File: src/rtl/rmw_pkg.sv
package rmw_pkg;

  localparam int DATA_W = 32;
  localparam int FLAG_W = 6;
  localparam int CNT_W  = 8;

  localparam int F_CF = 0;
  localparam int F_PF = 1;
  localparam int F_AF = 2;
  localparam int F_ZF = 3;
  localparam int F_SF = 4;
  localparam int F_OF = 5;

  typedef enum logic [1:0] {
    SZ_BYTE  = 2'd0,
    SZ_WORD  = 2'd1,
    SZ_DWORD = 2'd2,
    SZ_WIDE  = 2'd3
  } opSize_e;

  typedef enum logic [2:0] {
    ST_IDLE = 3'd0,
    ST_READ = 3'd1,
    ST_EXEC = 3'd2,
    ST_WRITE = 3'd3,
    ST_FIN  = 3'd4
  } seqState_e;

  // strobes from control to datapath
  typedef struct packed {
    logic capture;   // latch operands of an accepted operation
    logic loadMem;   // latch memory read data as destination
    logic exec;      // evaluate and latch results
    logic finish;    // present writebacks
  } ctrlStrobes_t;

  function automatic logic [DATA_W-1:0] sizeMask(input logic [1:0] sz);
    case (sz)
      SZ_BYTE: sizeMask = {{(DATA_W-8){1'b0}}, 8'hFF};
      SZ_WORD: sizeMask = {{(DATA_W-16){1'b0}}, 16'hFFFF};
      default: sizeMask = {DATA_W{1'b1}};
    endcase
  endfunction

endpackage

File: src/rtl/rmw_alu.sv
module rmw_alu
  import rmw_pkg::*;
(
  input  logic [DATA_W-1:0] opA,
  input  logic [DATA_W-1:0] opB,
  input  logic [1:0]        sizeSel,
  input  logic              doSub,
  output logic [DATA_W-1:0] result,
  output logic [FLAG_W-1:0] flags
);

  logic [DATA_W-1:0] mask;
  logic [DATA_W-1:0] aM, bM;
  logic [DATA_W:0]   wide;
  logic              carryOut, signA, signB, signR;

  always_comb begin
    mask = sizeMask(sizeSel);
    aM   = opA & mask;
    bM   = opB & mask;
    if (doSub) wide = {1'b0, aM} - {1'b0, bM};
    else       wide = {1'b0, aM} + {1'b0, bM};
    result = wide[DATA_W-1:0] & mask;
  end

  // carry and sign taps move with the operand width
  always_comb begin
    case (sizeSel)
      SZ_BYTE: begin
        carryOut = wide[8];
        signA = aM[7]; signB = bM[7]; signR = result[7];
      end
      SZ_WORD: begin
        carryOut = wide[16];
        signA = aM[15]; signB = bM[15]; signR = result[15];
      end
      default: begin
        carryOut = wide[DATA_W];
        signA = aM[DATA_W-1]; signB = bM[DATA_W-1]; signR = result[DATA_W-1];
      end
    endcase
  end

  always_comb begin
    flags       = '0;
    flags[F_CF] = carryOut;
    flags[F_PF] = ~^result[7:0];
    flags[F_AF] = aM[4] ^ bM[4] ^ result[4];
    flags[F_ZF] = (result == '0);
    flags[F_SF] = signR;
    if (doSub) flags[F_OF] = (signA != signB) && (signR != signA);
    else       flags[F_OF] = (signA == signB) && (signR != signA);
  end

endmodule

File: src/rtl/rmw_ctrl.sv
module rmw_ctrl
  import rmw_pkg::*;
(
  input  logic         clk,
  input  logic         rst_n,
  input  logic         start,
  input  logic [7:0]   modrm,
  input  logic         isXadd,
  input  logic         cmpEq,
  input  logic         memReady,
  output ctrlStrobes_t strobes,
  output logic         memReq,
  output logic         memWe,
  output logic         busy,
  output logic         done
);

  seqState_e state, stateNext;
  logic      isMemQ;
  logic      regForm;

  assign regForm = (modrm >= 8'hC0);

  always_comb begin
    stateNext = state;
    strobes   = '0;
    case (state)
      ST_IDLE: if (start) begin
        strobes.capture = 1'b1;
        stateNext = regForm ? ST_EXEC : ST_READ;
      end
      ST_READ: if (memReady) begin
        strobes.loadMem = 1'b1;
        stateNext = ST_EXEC;
      end
      ST_EXEC: begin
        strobes.exec = 1'b1;
        stateNext = (isMemQ && (isXadd || cmpEq)) ? ST_WRITE : ST_FIN;
      end
      ST_WRITE: if (memReady) stateNext = ST_FIN;
      ST_FIN: begin
        strobes.finish = 1'b1;
        stateNext = ST_IDLE;
      end
      default: stateNext = ST_IDLE;
    endcase
  end

  always_ff @(posedge clk or negedge rst_n) begin
    if (!rst_n) begin
      state  <= ST_IDLE;
      isMemQ <= 1'b0;
    end else begin
      state <= stateNext;
      if (strobes.capture) isMemQ <= !regForm;
    end
  end

  assign memReq = (state == ST_READ) || (state == ST_WRITE);
  assign memWe  = (state == ST_WRITE);
  assign busy   = (state != ST_IDLE);
  assign done   = (state == ST_FIN);

  // completion happens inside the busy window
  a_r10_done_busy: assert property (@(posedge clk) disable iff (!rst_n)
    done |-> busy);

  // a single completion pulse
  a_r10_done_pulse: assert property (@(posedge clk) disable iff (!rst_n)
    done |=> !done);

  // outstanding request is held
  a_r11_req_hold: assert property (@(posedge clk) disable iff (!rst_n)
    (memReq && !memReady) |=> (memReq && $stable(memWe)));

  // a register-destination operation never touches memory
  a_r2_reg_no_mem: assert property (@(posedge clk) disable iff (!rst_n)
    (busy && !isMemQ) |-> !memReq);

  // an unequal compare never proceeds to a memory write
  a_r4_ne_no_write: assert property (@(posedge clk) disable iff (!rst_n)
    (state == ST_EXEC && !isXadd && !cmpEq) |=> !memWe);

endmodule

File: src/rtl/rmw_datapath.sv
module rmw_datapath
  import rmw_pkg::*;
#(
  parameter int CYC_CX_REG_EQ = 6,
  parameter int CYC_CX_REG_NE = 7,
  parameter int CYC_CX_MEM_EQ = 8,
  parameter int CYC_CX_MEM_NE = 10,
  parameter int CYC_XA_REG    = 3,
  parameter int CYC_XA_MEM    = 4
) (
  input  logic              clk,
  input  logic              rst_n,
  input  ctrlStrobes_t      strobes,
  input  logic              kindIn,
  input  logic [1:0]        sizeIn,
  input  logic [7:0]        modrm,
  input  logic [DATA_W-1:0] accIn,
  input  logic [DATA_W-1:0] srcIn,
  input  logic [DATA_W-1:0] dstIn,
  input  logic [DATA_W-1:0] memRdata,
  output logic              isXadd,
  output logic              cmpEq,
  output logic [DATA_W-1:0] memWdata,
  output logic              dstWe,
  output logic [DATA_W-1:0] dstData,
  output logic              srcWe,
  output logic [DATA_W-1:0] srcData,
  output logic              accWe,
  output logic [DATA_W-1:0] accData,
  output logic              flagsWe,
  output logic [FLAG_W-1:0] flagsOut,
  output logic [CNT_W-1:0]  cycleCount
);

  logic              kindQ, isMemQ, eqQ;
  logic [1:0]        sizeQ;
  logic [DATA_W-1:0] accQ, srcQ, dstQ;
  logic [DATA_W-1:0] resDst, resSrc, resAcc;
  logic [FLAG_W-1:0] flagsQ;
  logic [CNT_W-1:0]  cycQ, cycSel;
  logic [DATA_W-1:0] inMask, qMask;
  logic [DATA_W-1:0] aluA, aluB, aluRes;
  logic [FLAG_W-1:0] aluFlags;

  assign inMask = sizeMask(sizeIn);
  assign qMask  = sizeMask(sizeQ);
  assign isXadd = kindQ;
  assign cmpEq  = ((accQ & qMask) == (dstQ & qMask));

  // exchange-add: dst + src ; compare-exchange: acc - dst
  assign aluA = kindQ ? dstQ : accQ;
  assign aluB = kindQ ? srcQ : dstQ;

  rmw_alu alu_i (
    .opA    (aluA),
    .opB    (aluB),
    .sizeSel(sizeQ),
    .doSub  (!kindQ),
    .result (aluRes),
    .flags  (aluFlags)
  );

  always_comb begin
    if (kindQ) cycSel = isMemQ ? CNT_W'(CYC_XA_MEM) : CNT_W'(CYC_XA_REG);
    else if (isMemQ) cycSel = cmpEq ? CNT_W'(CYC_CX_MEM_EQ) : CNT_W'(CYC_CX_MEM_NE);
    else cycSel = cmpEq ? CNT_W'(CYC_CX_REG_EQ) : CNT_W'(CYC_CX_REG_NE);
  end

  always_ff @(posedge clk or negedge rst_n) begin
    if (!rst_n) begin
      kindQ  <= 1'b0;
      isMemQ <= 1'b0;
      sizeQ  <= SZ_BYTE;
      accQ   <= '0;
      srcQ   <= '0;
      dstQ   <= '0;
      resDst <= '0;
      resSrc <= '0;
      resAcc <= '0;
      flagsQ <= '0;
      eqQ    <= 1'b0;
      cycQ   <= '0;
    end else begin
      if (strobes.capture) begin
        kindQ  <= kindIn;
        isMemQ <= (modrm < 8'hC0);
        sizeQ  <= sizeIn;
        accQ   <= accIn & inMask;
        srcQ   <= srcIn & inMask;
        dstQ   <= dstIn & inMask;
      end
      if (strobes.loadMem) dstQ <= memRdata & qMask;
      if (strobes.exec) begin
        resDst <= kindQ ? aluRes : srcQ;
        resSrc <= dstQ;
        resAcc <= dstQ;
        flagsQ <= aluFlags;
        eqQ    <= cmpEq;
        cycQ   <= cycSel;
      end
    end
  end

  assign memWdata   = resDst;
  assign dstWe      = strobes.finish && !isMemQ && (kindQ || eqQ);
  assign dstData    = resDst;
  assign srcWe      = strobes.finish && kindQ;
  assign srcData    = resSrc;
  assign accWe      = strobes.finish && !kindQ && !eqQ;
  assign accData    = resAcc;
  assign flagsWe    = strobes.finish;
  assign flagsOut   = flagsQ;
  assign cycleCount = cycQ;

  // byte-sized writebacks carry nothing above bit 7
  a_r8_zero_ext: assert property (@(posedge clk) disable iff (!rst_n)
    (strobes.finish && sizeQ == SZ_BYTE) |-> (dstData[DATA_W-1:8] == '0 && srcData[DATA_W-1:8] == '0));

  // an equal compare reports a zero difference
  a_r3_eq_zero: assert property (@(posedge clk) disable iff (!rst_n)
    (strobes.finish && !kindQ && eqQ) |-> flagsOut[F_ZF]);

  // an unequal compare never reports zero
  a_r5_ne_nonzero: assert property (@(posedge clk) disable iff (!rst_n)
    (strobes.finish && !kindQ && !eqQ) |-> !flagsOut[F_ZF]);

endmodule

File: src/rtl/rmw_atomic_unit.sv
module rmw_atomic_unit
  import rmw_pkg::*;
#(
  parameter int CYC_CX_REG_EQ = 6,
  parameter int CYC_CX_REG_NE = 7,
  parameter int CYC_CX_MEM_EQ = 8,
  parameter int CYC_CX_MEM_NE = 10,
  parameter int CYC_XA_REG    = 3,
  parameter int CYC_XA_MEM    = 4
) (
  input  logic        clk,
  input  logic        rst_n,
  input  logic        start,
  input  logic        opKind,
  input  logic [1:0]  opSize,
  input  logic [7:0]  modrm,
  input  logic [31:0] accIn,
  input  logic [31:0] srcIn,
  input  logic [31:0] dstIn,
  input  logic [31:0] memRdata,
  input  logic        memReady,
  output logic        memReq,
  output logic        memWe,
  output logic [31:0] memWdata,
  output logic        busy,
  output logic        done,
  output logic        dstWe,
  output logic [31:0] dstData,
  output logic        srcWe,
  output logic [31:0] srcData,
  output logic        accWe,
  output logic [31:0] accData,
  output logic        flagsWe,
  output logic [5:0]  flagsOut,
  output logic [7:0]  cycleCount
);

  ctrlStrobes_t strobes;
  logic         isXadd, cmpEq;

  rmw_ctrl ctrl_i (
    .clk     (clk),
    .rst_n   (rst_n),
    .start   (start),
    .modrm   (modrm),
    .isXadd  (isXadd),
    .cmpEq   (cmpEq),
    .memReady(memReady),
    .strobes (strobes),
    .memReq  (memReq),
    .memWe   (memWe),
    .busy    (busy),
    .done    (done)
  );

  rmw_datapath #(
    .CYC_CX_REG_EQ(CYC_CX_REG_EQ),
    .CYC_CX_REG_NE(CYC_CX_REG_NE),
    .CYC_CX_MEM_EQ(CYC_CX_MEM_EQ),
    .CYC_CX_MEM_NE(CYC_CX_MEM_NE),
    .CYC_XA_REG   (CYC_XA_REG),
    .CYC_XA_MEM   (CYC_XA_MEM)
  ) dp_i (
    .clk       (clk),
    .rst_n     (rst_n),
    .strobes   (strobes),
    .kindIn    (opKind),
    .sizeIn    (opSize),
    .modrm     (modrm),
    .accIn     (accIn),
    .srcIn     (srcIn),
    .dstIn     (dstIn),
    .memRdata  (memRdata),
    .isXadd    (isXadd),
    .cmpEq     (cmpEq),
    .memWdata  (memWdata),
    .dstWe     (dstWe),
    .dstData   (dstData),
    .srcWe     (srcWe),
    .srcData   (srcData),
    .accWe     (accWe),
    .accData   (accData),
    .flagsWe   (flagsWe),
    .flagsOut  (flagsOut),
    .cycleCount(cycleCount)
  );

  // accumulator load excludes both exchange writebacks
  a_r4_acc_exclusive: assert property (@(posedge clk) disable iff (!rst_n)
    accWe |-> (!dstWe && !srcWe));

  // exchange-add always returns the old destination
  a_r6_src_with_flags: assert property (@(posedge clk) disable iff (!rst_n)
    srcWe |-> (flagsWe && !accWe));

  // write data is steady while a write waits
  a_r11_wdata_hold: assert property (@(posedge clk) disable iff (!rst_n)
    (memWe && !memReady) |=> $stable(memWdata));

  // nothing is written back outside a completion
  a_r1_quiet_idle: assert property (@(posedge clk) disable iff (!rst_n)
    !done |-> !(dstWe || srcWe || accWe || flagsWe));

endmodule

File: config.mk
export PLATFORM = sky130hd
export DESIGN_NAME = rmw_atomic_unit
export DESIGN_NICKNAME = d
export VERILOG_FILES = /design/src/rtl/rmw_pkg.sv /design/src/rtl/rmw_alu.sv /design/src/rtl/rmw_ctrl.sv /design/src/rtl/rmw_datapath.sv /design/src/rtl/rmw_atomic_unit.sv
export SDC_FILE = /design/constraint.sdc
export NUM_CORES = 1
export LEC_CHECK = 0
export ABC_AREA = 0
export ABC_CLOCK_PERIOD_IN_PS = 8100
export BUFFER_PORTS_ARGS = -buffer_cell sky130_fd_sc_hd__buf_2
export CAP_MARGIN = 40
export CORE_ASPECT_RATIO = 1.1
export CORE_MARGIN = 5
export CORE_UTILIZATION = 40
export DETAILED_ROUTE_END_ITERATION = 16
export PLACE_DENSITY_LB_ADDON = 0.1
export SLEW_MARGIN = 20
export SYNTH_ARGS = -nofsm -noshare
export SYNTH_HDL_FRONTEND = slang
export SYNTH_SLANG_ARGS = --single-unit
File: constraint.sdc
create_clock -name clk -period 8.1 [get_ports clk]
set_clock_uncertainty 0.2 [all_clocks]
set_input_delay 0 -clock clk [delete_from_list [all_inputs] [get_ports clk]]
set_output_delay 0 -clock clk [all_outputs]
set_load 0.005 [all_outputs]
Yosys cells after proc, flatten, opt, wreduce, memory -nomap -nowiden
Cells that the tools add are included.
{"block": "word_totals", "latchBits": 0, "in_bits": 143, "mem_bits_ro": 0, "elab_cells": 94, "memories": 0, "ff_bits": 183, "ramBits": 0}
{"block": "op_classes", "add_sub_neg": 2, "bitwise": 11, "multipliers": 0, "order_cmp": 2, "n_mux": 30, "n_eq_ne": 13, "reduce_logical": 23, "n_shift": 0, "div": 0}
{"op": "bitwise AND 32 bit", "n": 9}
{"op": "2-to-1 mux 32 bit", "n": 5}
{"op": "one-hot mux 32 bit (2 select lines)", "n": 2}
{"op": "adder 32 x 32 -> 33 bit", "n": 1}
{"op": "2-to-1 mux 33 bit", "n": 1}
{"op": "subtractor 32 x 32 -> 33 bit", "n": 1}
{"op": "equality test 32 bit", "n": 1}
{"op": "zero test 32 bit", "n": 1}
{"op": "2-to-1 mux 8 bit", "n": 2}
{"op": "2-to-1 mux 3 bit", "n": 5}
{"op": "one-hot mux 3 bit (4 select lines)", "n": 1}
{"op": ">= comparator 8 bit, second input constant", "n": 1}
{"op": "logical AND 1 bit", "n": 8}
{"op": "less-than comparator 8 bit, second input constant", "n": 1}
{"op": "2-to-1 mux 1 bit", "n": 8}
{"op": "one-hot mux 1 bit (2 select lines)", "n": 4}
{"op": "XNOR reduction 8 bit", "n": 1}
{"op": "equality test 3 x 2 -> 1 bit, second input constant", "n": 2}
{"op": "inequality test 2 bit, second input constant", "n": 3}
{"op": "equality test 2 x 1 -> 1 bit, second input constant", "n": 2}
{"op": "zero test 1 bit", "n": 4}
{"op": "zero test 2 bit", "n": 2}
{"op": "2-to-1 mux 2 bit", "n": 2}
{"op": "equality test 3 x 1 -> 1 bit, second input constant", "n": 1}
{"op": "other kinds (9)", "n": 13}

Longest topological paths before layout
Gate-level depths: netlist of run 1.
{"block": "logic_depth", "depth_word": 10, "mapped_depth": 27}

Cells and area by module
Synthesis of run 1 repeated with hierarchy kept, for this count alone.
{"block": "unflattened", "cells_unflattened": 1401, "hier_area_um2": 12390.6}
{"module": "rmw_datapath", "cells_per_inst": 842, "n_inst": 1, "area_per_inst_um2": 8750.9}
{"module": "rmw_alu", "cells_per_inst": 533, "n_inst": 1, "area_per_inst_um2": 3390.8}
{"module": "rmw_ctrl", "cells_per_inst": 26, "n_inst": 1, "area_per_inst_um2": 249.0}

Worst setup path after synthesis of run 1
No wires, ideal clock.
{"block": "synth_timing", "kind": "register -> register", "from": "register dp_i.kindQ, in the netlist dp_i.isXadd", "to": "register dp_i.flagsQ[5], in the netlist dp_i.flagsOut[5]", "required_ps": 7776, "arrival_ps": 6028, "slack_ps": 1748, "path_stages_with_launch": 27, "period_less_slack_ps": 6352, "path_cell_list": "dfrtp_1 -> buf_1 -> clkbuf_1 -> buf_2 -> buf_1 -> clkbuf_1 -> clkbuf_1 -> mux2i_1 -> ha_1 -> nand3_1 -> nor4_1 -> clkbuf_1 -> o211a_1 -> a31oi_1 -> o21ai_0 -> ha_1 -> clkbuf_1 -> a21oi_1 -> o21ai_0 -> a2111oi_0 -> o41ai_1 -> a41oi_1 -> o41ai_1 -> xor2_1 -> a21oi_1 -> nor3_1 -> o31a_1"}
{"block": "synth_via", "elab_chain_cells": 9, "elab_cells_between_ends": 17, "cone_classes": "add/sub (2); eq/ne (3); mux (7); bitwise (3); reduce/logical (2)"}
{"item": "start: declaration", "line": "rmw_datapath.sv:35", "rtl": "logic kindQ, isMemQ, eqQ;"}
{"item": "start signal: assignment", "line": "rmw_datapath.sv:85", "rtl": "kindQ <= kindIn;"}
{"item": "2-to-1 mux 32 bit (on tied branches)", "line": "rmw_datapath.sv:51, rmw_datapath.sv:52"}
{"item": "bitwise AND 32 bit (on tied branches)", "line": "rmw_alu.sv:19, rmw_alu.sv:20"}
{"item": "subtractor 32 x 32 -> 33 bit or adder 32 x 32 -> 33 bit (tied branches)", "line": "rmw_alu.sv:21, rmw_alu.sv:22"}
{"item": "2-to-1 mux 33 bit", "line": "rmw_alu.sv:21", "rtl": "if (doSub) wide = {1'b0, aM} - {1'b0, bM};"}
{"item": "bitwise AND 32 bit", "line": "rmw_alu.sv:23", "rtl": "result = wide[DATA_W-1:0] & mask;"}
{"item": "one-hot mux 1 bit (2 select lines)", "line": "rmw_alu.sv:28", "rtl": "case (sizeSel)"}
{"item": "inequality test 1 bit", "line": "rmw_alu.sv:51, rmw_alu.sv:52"}
{"item": "logical AND 1 bit (on tied branches)", "line": "rmw_alu.sv:51, rmw_alu.sv:52"}
{"item": "2-to-1 mux 1 bit (*)", "line": "rmw_alu.sv:51", "rtl": "if (doSub) flags[F_OF] = (signA != signB) && (signR != signA);"}
{"item": "end signal: assignment", "line": "rmw_datapath.sv:97", "rtl": "flagsQ <= aluFlags;"}
{"item": "end: declaration", "line": "rmw_datapath.sv:39", "rtl": "logic [FLAG_W-1:0] flagsQ;"}
Every way passes the cells marked *; elsewhere a longest branch is shown, timed or not.
A chain may end at the register's enable or synchronous reset.

Worst setup path after layout of run 1
Same ends and word-level chain as after synthesis.

==> insert_results.sql, run 1 <==
INSERT INTO impl_metrics (metric_group, metric, value, unit) VALUES
('power_and_ir_drop', 'internal_power', '3.863', 'mW'),
('status', 'run_status', 'finished, final reports clean', ''),
('worst_hold_path', 'hold_path.class', 'input pin to register', ''),
('sta', 'setup_viol_count_final', '0', ''),
('sta', 'worst_slack', '1.683', 'ns'),
('power_and_ir_drop', 'net-switching-power', '3.858', 'mW'),
('sta', 'final_period_minus_worst_setup_slack', '6.417', 'ns'),
('floorplanning', 'i_o_pins', '293', ''),
('floorplanning', 'initial_core_utilization', '0.4056', ''),
('routing', 'remaining_drc_errors', '0', ''),
('global_routing', 'maximum_number_of_pins_on_one_net_before_global_route_repair', '91', ''),
('routing', 'wl_per_cell', '17.60', 'um'),
('floorplanning', 'die_h', '194.2', 'um'),
('global_routing', 'grt_antenna_before_repair', '0', ''),
('cells_and_area', 'final_net_count', '2083', ''),
('worst_setup_path', 'critical_path_destination', 'dp_i.flagsOut[5]', ''),
('synth', 'seq_area_frac_synth', '0.3609', ''),
('synth', 'yosysMostFrequentCell', 'nand2_1', ''),
('synth', 'yosysTopAreaCellShare', '0.3609', ''),
('worst_setup_path', 'worstReg2RegStart', 'dp_i.isXadd', ''),
('synth', 'post_synth.cell_area_avg', '7.852', 'sq um'),
('power_and_ir_drop', 'cellLeakagePower', '7.878', 'nW'),
('synth', 'synth_area_leaders', 'dfrtp_1 (36%), nand2_1 (11%), a21oi_1 (5.5%)', ''),
('placement', 'port_buf_inserts', '282', ''),
('sta', 'timing_worst_slew_pin_value', '0.8120', 'ns'),
('floorplanning', 'design.die.area', '34470', 'sq um'),
('sta', 'maxClockFrequency', '0.1558', 'GHz'),
('sta', 'setup_repair_after_global_routing_missed_its_margin', 'no', ''),
('clock_network', 'clkSlewWorstSetupHoldPaths', '0.07', 'ns'),
('sta', 'finalMaxSlewViolations', '0', ''),
('sta', 'finalHoldViolCount', '0', ''),
('routing', 'drt_first_pass_iters', '5', ''),
('clock_network', 'clk_latency', '0.45', 'ns'),
('power_and_ir_drop', 'p_sw_frac', '0.4997', ''),
('worst_setup_path', 'timing.critical_path.from', 'dp_i.isXadd', ''),
('synth', 'synth_enable_flop_cells', '0', ''),
('power_and_ir_drop', 'fin_total_pwr', '7.720', 'mW'),
('power_and_ir_drop', 'power_density', '481.9', 'nW/um^2'),
('cells_and_area', 'post_route_cells_drive_above_1_share', '0.1918', ''),
('synth', 'combined_area_of_all_synthesized_cells', '12340', 'sq um'),
('worst_setup_path', 'required', '8.23', 'ns'),
('worst_setup_path', 'worst_ep_arrival_time', '6.55', 'ns'),
('clock_network', 'cts_max_path_buffers', '2', ''),
('synth', 'synth.cells.most_frequent', 'nand2_1 (359), dfrtp_1 (178), a21oi_1 (135)', ''),
('floorplanning', 'core_footprint', '30430', 'sq um'),
('global_routing', 'globalRouteOverflowTotal', '0', ''),
('worst_setup_path', 'worst_setup_path_start_kind', 'register', ''),
('synth', 'count_of_cell_types_in_the_netlist', '71', ''),
('cells_and_area', 'area_growth_syn_to_layout', '29.80', '%'),
('synth', 'syn_inst', '1572', ''),
('power_and_ir_drop', 'ir_drop', '0.3227', 'mV'),
('clock_network', 'clkSinkCount', '178', ''),
('global_routing', 'number_of_global_route_vias_before_repair', '11780', ''),
('clock_network', 'ctsRootBufferMaster', 'clkbuf_16', ''),
('clock_network', 'tritoncts', 'yes', ''),
('clock_network', 'cts_made_buffers', '17', ''),
('routing', 'drtAntennaViolNets', '0', ''),
('synth', 'ys_dominant_reg_cell', 'dfrtp_1', ''),
('power_and_ir_drop', 'power.clock.fraction', '0.106', ''),
('routing', 'vias', '12160', ''),
('worst_setup_path', 'setup.worst_path.class', 'register to register', ''),
('placement', 'finalWeightedCongestion', '0.8565', ''),
('worst_setup_path', 'rr_endpoint', 'dp_i.flagsOut[5]', ''),
('routing', 'detail_route.wirelength', '40980', 'um'),
('worst_setup_path', 'worst_setup_path_end_kind', 'register', ''),
('sta', 'max-slew-margin-rel', '0.4545', ''),
('flow_run', 'max-cap-violations', '0', ''),
('sta', 'portion_of_the_clock_cycle_consumed_by_the_worst_path_in_the_final_layout', '0.7922', ''),
('power_and_ir_drop', 'power.combinational.fraction', '0.646', ''),
('routing', 'drtIter0Drc', '757', ''),
('worst_setup_path', 'timing.critical_path.fanout_max', '72', '');
state kept, by name (all words and copies together), names as in the netlist:
name             flops
dp_i.accQ           32
dp_i.dstData        32
dp_i.dstQ           32
dp_i.srcData        32
dp_i.srcQ           32
dp_i.flagsOut        6
dp_i.cycleCount      4
ctrl_i.state         3
dp_i.sizeQ           2
dp_i.eqQ             1
dp_i.isMemQ          1
dp_i.isXadd          1
final cells by class:
type / count / area, sq um / area share
flip-flops and latches: 178 / 4459 / 0.2783
inverters: 24 / 90.09 / 0.005623
diodes: 1 / 2.502 / 0.0001562
well taps: 414 / 518.0 / 0.03233
multi-input cells: 1190 / 6834 / 0.4266
clock buffers: 17 / 425.4 / 0.02655
repair buffers: 489 / 3546 / 0.2213
clock inverters: 15 / 146.4 / 0.009137
metrics by stage:
step,instance area (sq um),instances
5_1_grt,16020,2327
3_3_place_gp,13430,2103
3_5_place_dp,13540,2109
6_report,16020,2328
4_1_cts,15970,2325
2_1_floorplan,12350,1575
critical path, cell delays in order, from the launching register on:
cell and delay (ns):
dfrtp_4 0.94, inv_1 0.52, o41a_1 0.60, nor4_2 0.32
buf_4 0.23, and3_1 0.16, a21oi_1 0.04, o21ai_0 0.22
ha_1 0.28, nand2_1 0.17, a211oi_1 0.22, a21oi_1 0.19
o41ai_1 0.47, a41oi_1 0.28, o41ai_1 0.46, xor2_1 0.35
a21oi_1 0.17, and3_1 0.20, o31a_1 0.23
power groups by stage:
stage | Combinational [mW] | Sequential (mW) | Clock [mW]
after global routing | 5.56 | 1.99 | 0.875
after detailed placement | 4.68 | 1.91 | 0
final | 4.99 | 1.91 | 0.821
after floorplan | 3.73 | 1.60 | 0
after global placement | 4.61 | 1.90 | 0
after CTS | 4.96 | 1.90 | 0.841
per-layer routing:
metal,GRT usage,wire [um],vias to the layer above
li1,-,-,6029
met4,0.04756,549,0
met2,0.3591,18030,392
met5,0,0,-
met3,0.03861,2404,44
met1,0.3546,19990,5694
kinds of logic (layout without fill, tap and decap cells):
| family | after synthesis | after routing | share of synthesized area |
|---|---|---|---|
| simple gates | 654 | 654 | 0.2313 |
| compound gates | 365 | 365 | 0.1820 |
| buf+inv | 207 | 545 | 0.08778 |
| flops | 178 | 178 | 0.3609 |
| xor+xnor | 73 | 73 | 0.05180 |
| mux | 54 | 54 | 0.04480 |
| fa+ha+maj | 40 | 40 | 0.04116 |
| other cells | 1 | 5 | 0.0003038 |
worst min path at each step:
| stage | endpoint | slack, ns | cells past startpoint |
|---|---|---|---|
| after floorplan | ctrl_i.state[0] | -0.50 | 0 |
| after global placement | dp_i.srcQ[2] | -0.01 | 3 |
| after detailed placement | dp_i.srcData[1] | -0.17 | 1 |
| after CTS | dp_i.srcQ[2] | 0.05 | 4 |
| after global routing | dp_i.srcQ[2] | 0.08 | 4 |
| final | dp_i.srcQ[2] | 0.07 | 4 |
cell usage in the layout (no fill, tap or decap), drive strengths merged, types with 20 or more instances in the layout:
cell         instances
nor2               106
dfrtp              178
dlygate4sd3        183
buf                305
ha                  39
nand2              359
mux2i               44
o21ai               98
nor4                21
nor3                23
inv                 30
xor2                53
and3                24
nand3               61
a21oi              135
xnor2               20
repair_timing:
item | in CTS | in global routing
hold buffers | 184 | 0
setup buffers | 0 | 0
resized for setup | 0 | 0
endpoints found under the setup margin | 0 | 0
hold endpoints to repair | 214 | 0
Power figures use the tool's default switching activity.
==> run 2: changes to the inputs <==
- ABC_CLOCK_PERIOD_IN_PS: 8100 -> 6700
- clock period: 8.1 -> 6.7 ns (I/O delays scaled with it)
==> run 2 against run 1 <==
Worst hold slack better by 0.053 ns; via count is 0.66% higher; design area is 1.0% higher; register-to-register slack worse by 0.75 ns.
==> insert_results.sql, run 2 (synthesized netlist as in run 1, its figures left out) <==
INSERT INTO impl_metrics (metric_group, metric, value, unit) VALUES
('clock_network', 'ctsRootBufferMaster', 'clkbuf_16', ''),
('placement', 'dp_cells', '2111', ''),
('cells_and_area', 'final_cell_mix', 'nand2_1 (358), buf_2 (281), dlygate4sd3_1 (195)', ''),
('sta', 'hold_ws', '0.1216', 'ns'),
('cells_and_area', 'area_growth_syn_to_layout', '31.14', '%'),
('cells_and_area', 'final_net_count', '2097', ''),
('sta', 'setup_repair_after_global_routing_missed_its_margin', 'no', ''),
('placement', 'port_buf_inserts', '282', ''),
('cells_and_area', 'utilization_of_the_core_after_routing', '0.5319', ''),
('sta', 'finalMaxSlewViolations', '0', ''),
('worst_setup_path', 'timing.critical_path.max_delay_family', 'compound AO/OA/AOI/OAI gates', ''),
('routing', 'drt_first_pass_iters', '5', ''),
('sta', 'maxClockFrequency', '0.1735', 'GHz'),
('sta', 'final_period_minus_worst_setup_slack', '5.764', 'ns'),
('worst_setup_path', 'worst_setup_path_start_kind', 'register', ''),
('worst_setup_path', 'required', '6.84', 'ns'),
('worst_setup_path', 'setup.worst_path.class', 'register to register', ''),
('routing', 'remaining_drc_errors', '0', ''),
('sta', 'fin_setup_tns', '0', 'ns'),
('cells_and_area', 'post_route_cells_drive_above_1_share', '0.1920', ''),
('clock_network', 'clkSlewWorstSetupHoldPaths', '0.08', 'ns'),
('floorplanning', 'initial_core_utilization', '0.4056', ''),
('placement', 'finalWeightedCongestion', '0.8487', ''),
('clock_network', 'tritoncts', 'yes', ''),
('floorplanning', 'design.die.area', '34470', 'sq um'),
('clock_network', 'resize_count_post_cts', '0', ''),
('worst_setup_path', 'worst_setup_path_end_kind', 'register', ''),
('worst_setup_path', 'cp.buffers_inverters', '3', ''),
('clock_network', 'clk_latency', '0.45', 'ns'),
('routing', 'route.detailed.vias_per_inst', '5.228', ''),
('worst_setup_path', 'critical_path.most_common_cell', 'a21oi_1', ''),
('global_routing', 'grt_antenna_before_repair', '0', ''),
('worst_setup_path', 'slowest_delay', '0.69', 'ns'),
('worst_hold_path', 'hold_path.class', 'input pin to register', ''),
('worst_setup_path', 'timing.critical_path.fanout_max', '36', ''),
('global_routing', 'number_of_global_route_vias_before_repair', '11960', ''),
('status', 'run_status', 'finished, final reports clean', ''),
('worst_setup_path', 'crit_path_top_delay_cell', 'dfrtp_4', ''),
('power_and_ir_drop', 'cellLeakagePower', '7.968', 'nW'),
('worst_setup_path', 'worst_ep_arrival_time', '5.90', 'ns'),
('clock_network', 'cts_htree_levels', '4', ''),
('floorplanning', 'die_h', '194.2', 'um'),
('worst_setup_path', 'worstPathCellList', 'inv_1 > buf_4 > o41a_1 > nor4_2 > buf_4 > and3_1 > a21oi_1 > o21ai_0 > ha_1 > nand2_1 > a211oi_1 > a21oi_1 > o41ai_1 > a41oi_1 > o41ai_1 > xor2_1 > a21oi_1 > and3_1 > o31a_1', ''),
('sta', 'portion_of_the_clock_cycle_consumed_by_the_worst_path_in_the_final_layout', '0.8603', ''),
('cells_and_area', 'layout_commonest_cell', 'nand2_1', ''),
('sta', 'finalHoldViolCount', '0', ''),
('routing', 'wl_per_cell', '17.68', 'um'),
('clock_network', 'clkSinkCount', '178', ''),
('cells_and_area', 'instances_no_fill', '2341', ''),
('routing', 'drtAntennaViolNets', '0', ''),
('floorplanning', 'die_width', '177.5', 'um'),
('clock_network', 'cts_max_path_buffers', '2', ''),
('routing', 'drtIter0Drc', '807', ''),
('global_routing', 'grt_first_pass_wirelength', '66000', 'um'),
('global_routing', 'maximum_number_of_pins_on_one_net_before_global_route_repair', '88', ''),
('sta', 'timing_worst_slew_pin_value', '0.9032', 'ns'),
('power_and_ir_drop', 'ir_drop', '0.3465', 'mV'),
('cells_and_area', 'ff_latch_area', '4459', 'sq um'),
('clock_network', 'cts_made_buffers', '17', ''),
('cells_and_area', 'multi_input_comb_area', '6834', 'sq um'),
('sta', 'max-slew-margin-rel', '0.3902', ''),
('cells_and_area', 'final.fill_count', '2968', ''),
('flow_run', 'max-cap-violations', '0', ''),
('cells_and_area', 'antenna-diode-count', '0', ''),
('global_routing', 'grt_usage', '0.2380', ''),
('routing', 'vias', '12240', ''),
('sta', 'setup_viol_count_final', '0', ''),
('floorplanning', 'placementRows', '67', ''),
('global_routing', 'globalRouteOverflowTotal', '0', ''),
('routing', 'detail_route.wirelength', '41380', 'um'),
('floorplanning', 'i_o_pins', '293', ''),
('floorplanning', 'core_footprint', '30430', 'sq um'),
('placement', 'dpl.hpwl', '29640', 'um'),
('power_and_ir_drop', 'power_density', '583.8', 'nW/um^2');
run 2: changes by cell type in the layout (fill, tap and decap cells not counted):
cell / before / now
buf_1: 1 / 0
clkinvlp_4: 2 / 1
buf_16: 4 / 5
diode_2: 1 / 0
clkbuf_8: 1 / 2
clkinv_4: 2 / 1
buf_4: 16 / 18
dlygate4sd3_1: 183 / 195
inv_8: 4 / 5
run 2: through the flow:
stage / setup WS [ns] / power [mW] / instance area [sq um]
after floorplan: 0.3477 / 6.446 / 12350
after global placement: 1.029 / 7.942 / 13480
after detailed placement: 0.9941 / 8.029 / 13570
after CTS: 0.9726 / 9.452 / 16130
after global routing: 0.3736 / 10.30 / 16190
final: 0.9360 / 9.450 / 16190
run 2: final timing paths:
kind / start / end / slack, ns / cells after the start
worst max-delay path: dp_i.isXadd / dp_i.flagsOut[5] / 0.94 / 19
worst min-delay path: modrm[7] / dp_i.isMemQ / 0.12 / 3
worst max register to register: dp_i.isXadd / dp_i.flagsOut[5] / 0.94 / 19
worst min register to register: dp_i.flagsOut[2] / dp_i.flagsOut[2] / 0.28 / 2
max in group asynchronous: rst_n / dp_i.cycleCount[3] / 5.34 / 5
min in group asynchronous: rst_n / dp_i.dstData[17] / 0.46 / 4
run 2: metal layers:
metal | part of all wire | up-vias | track usage | routed length (um)
met1 | 0.49 | 5800 | 0.3581 | 20120
li1 | - | 6032 | - | -
met5 | 0 | - | 0 | 0
met2 | 0.44 | 375 | 0.3645 | 18270
met4 | 0.013 | 0 | 0.05043 | 523
met3 | 0.060 | 32 | 0.03393 | 2476
run 2: cell type report:
class | instances | area share
clock buffer | 18 | 0.02713
clock inverter | 14 | 0.008735
inverter | 24 | 0.005565
multi-input combinational | 1190 | 0.4222
sequential | 178 | 0.2755
tap | 414 | 0.03200
timing repair buffer | 503 | 0.2289
run 2: report_power, final:
part	switching (mW)	internal, mW
registers	0.713	1.57
clock network	0.507	0.507
logic	3.47	2.68
run 2: repair_timing:
| action | 4_1_cts | 5_1_grt |
|---|---|---|
| buffers inserted | 0 | 0 |
| hold endpoints to repair | 277 | 0 |
| hold buffers | 196 | 0 |
run 2: worst register-to-register path: cells and delay by family (launching register included):
kind	cells	cell delay, ns
compound gates	10	2.72
fa+ha+maj	1	0.29
flops	1	0.69
buf+inv	3	0.57
simple gates	4	0.86
xor+xnor	1	0.33
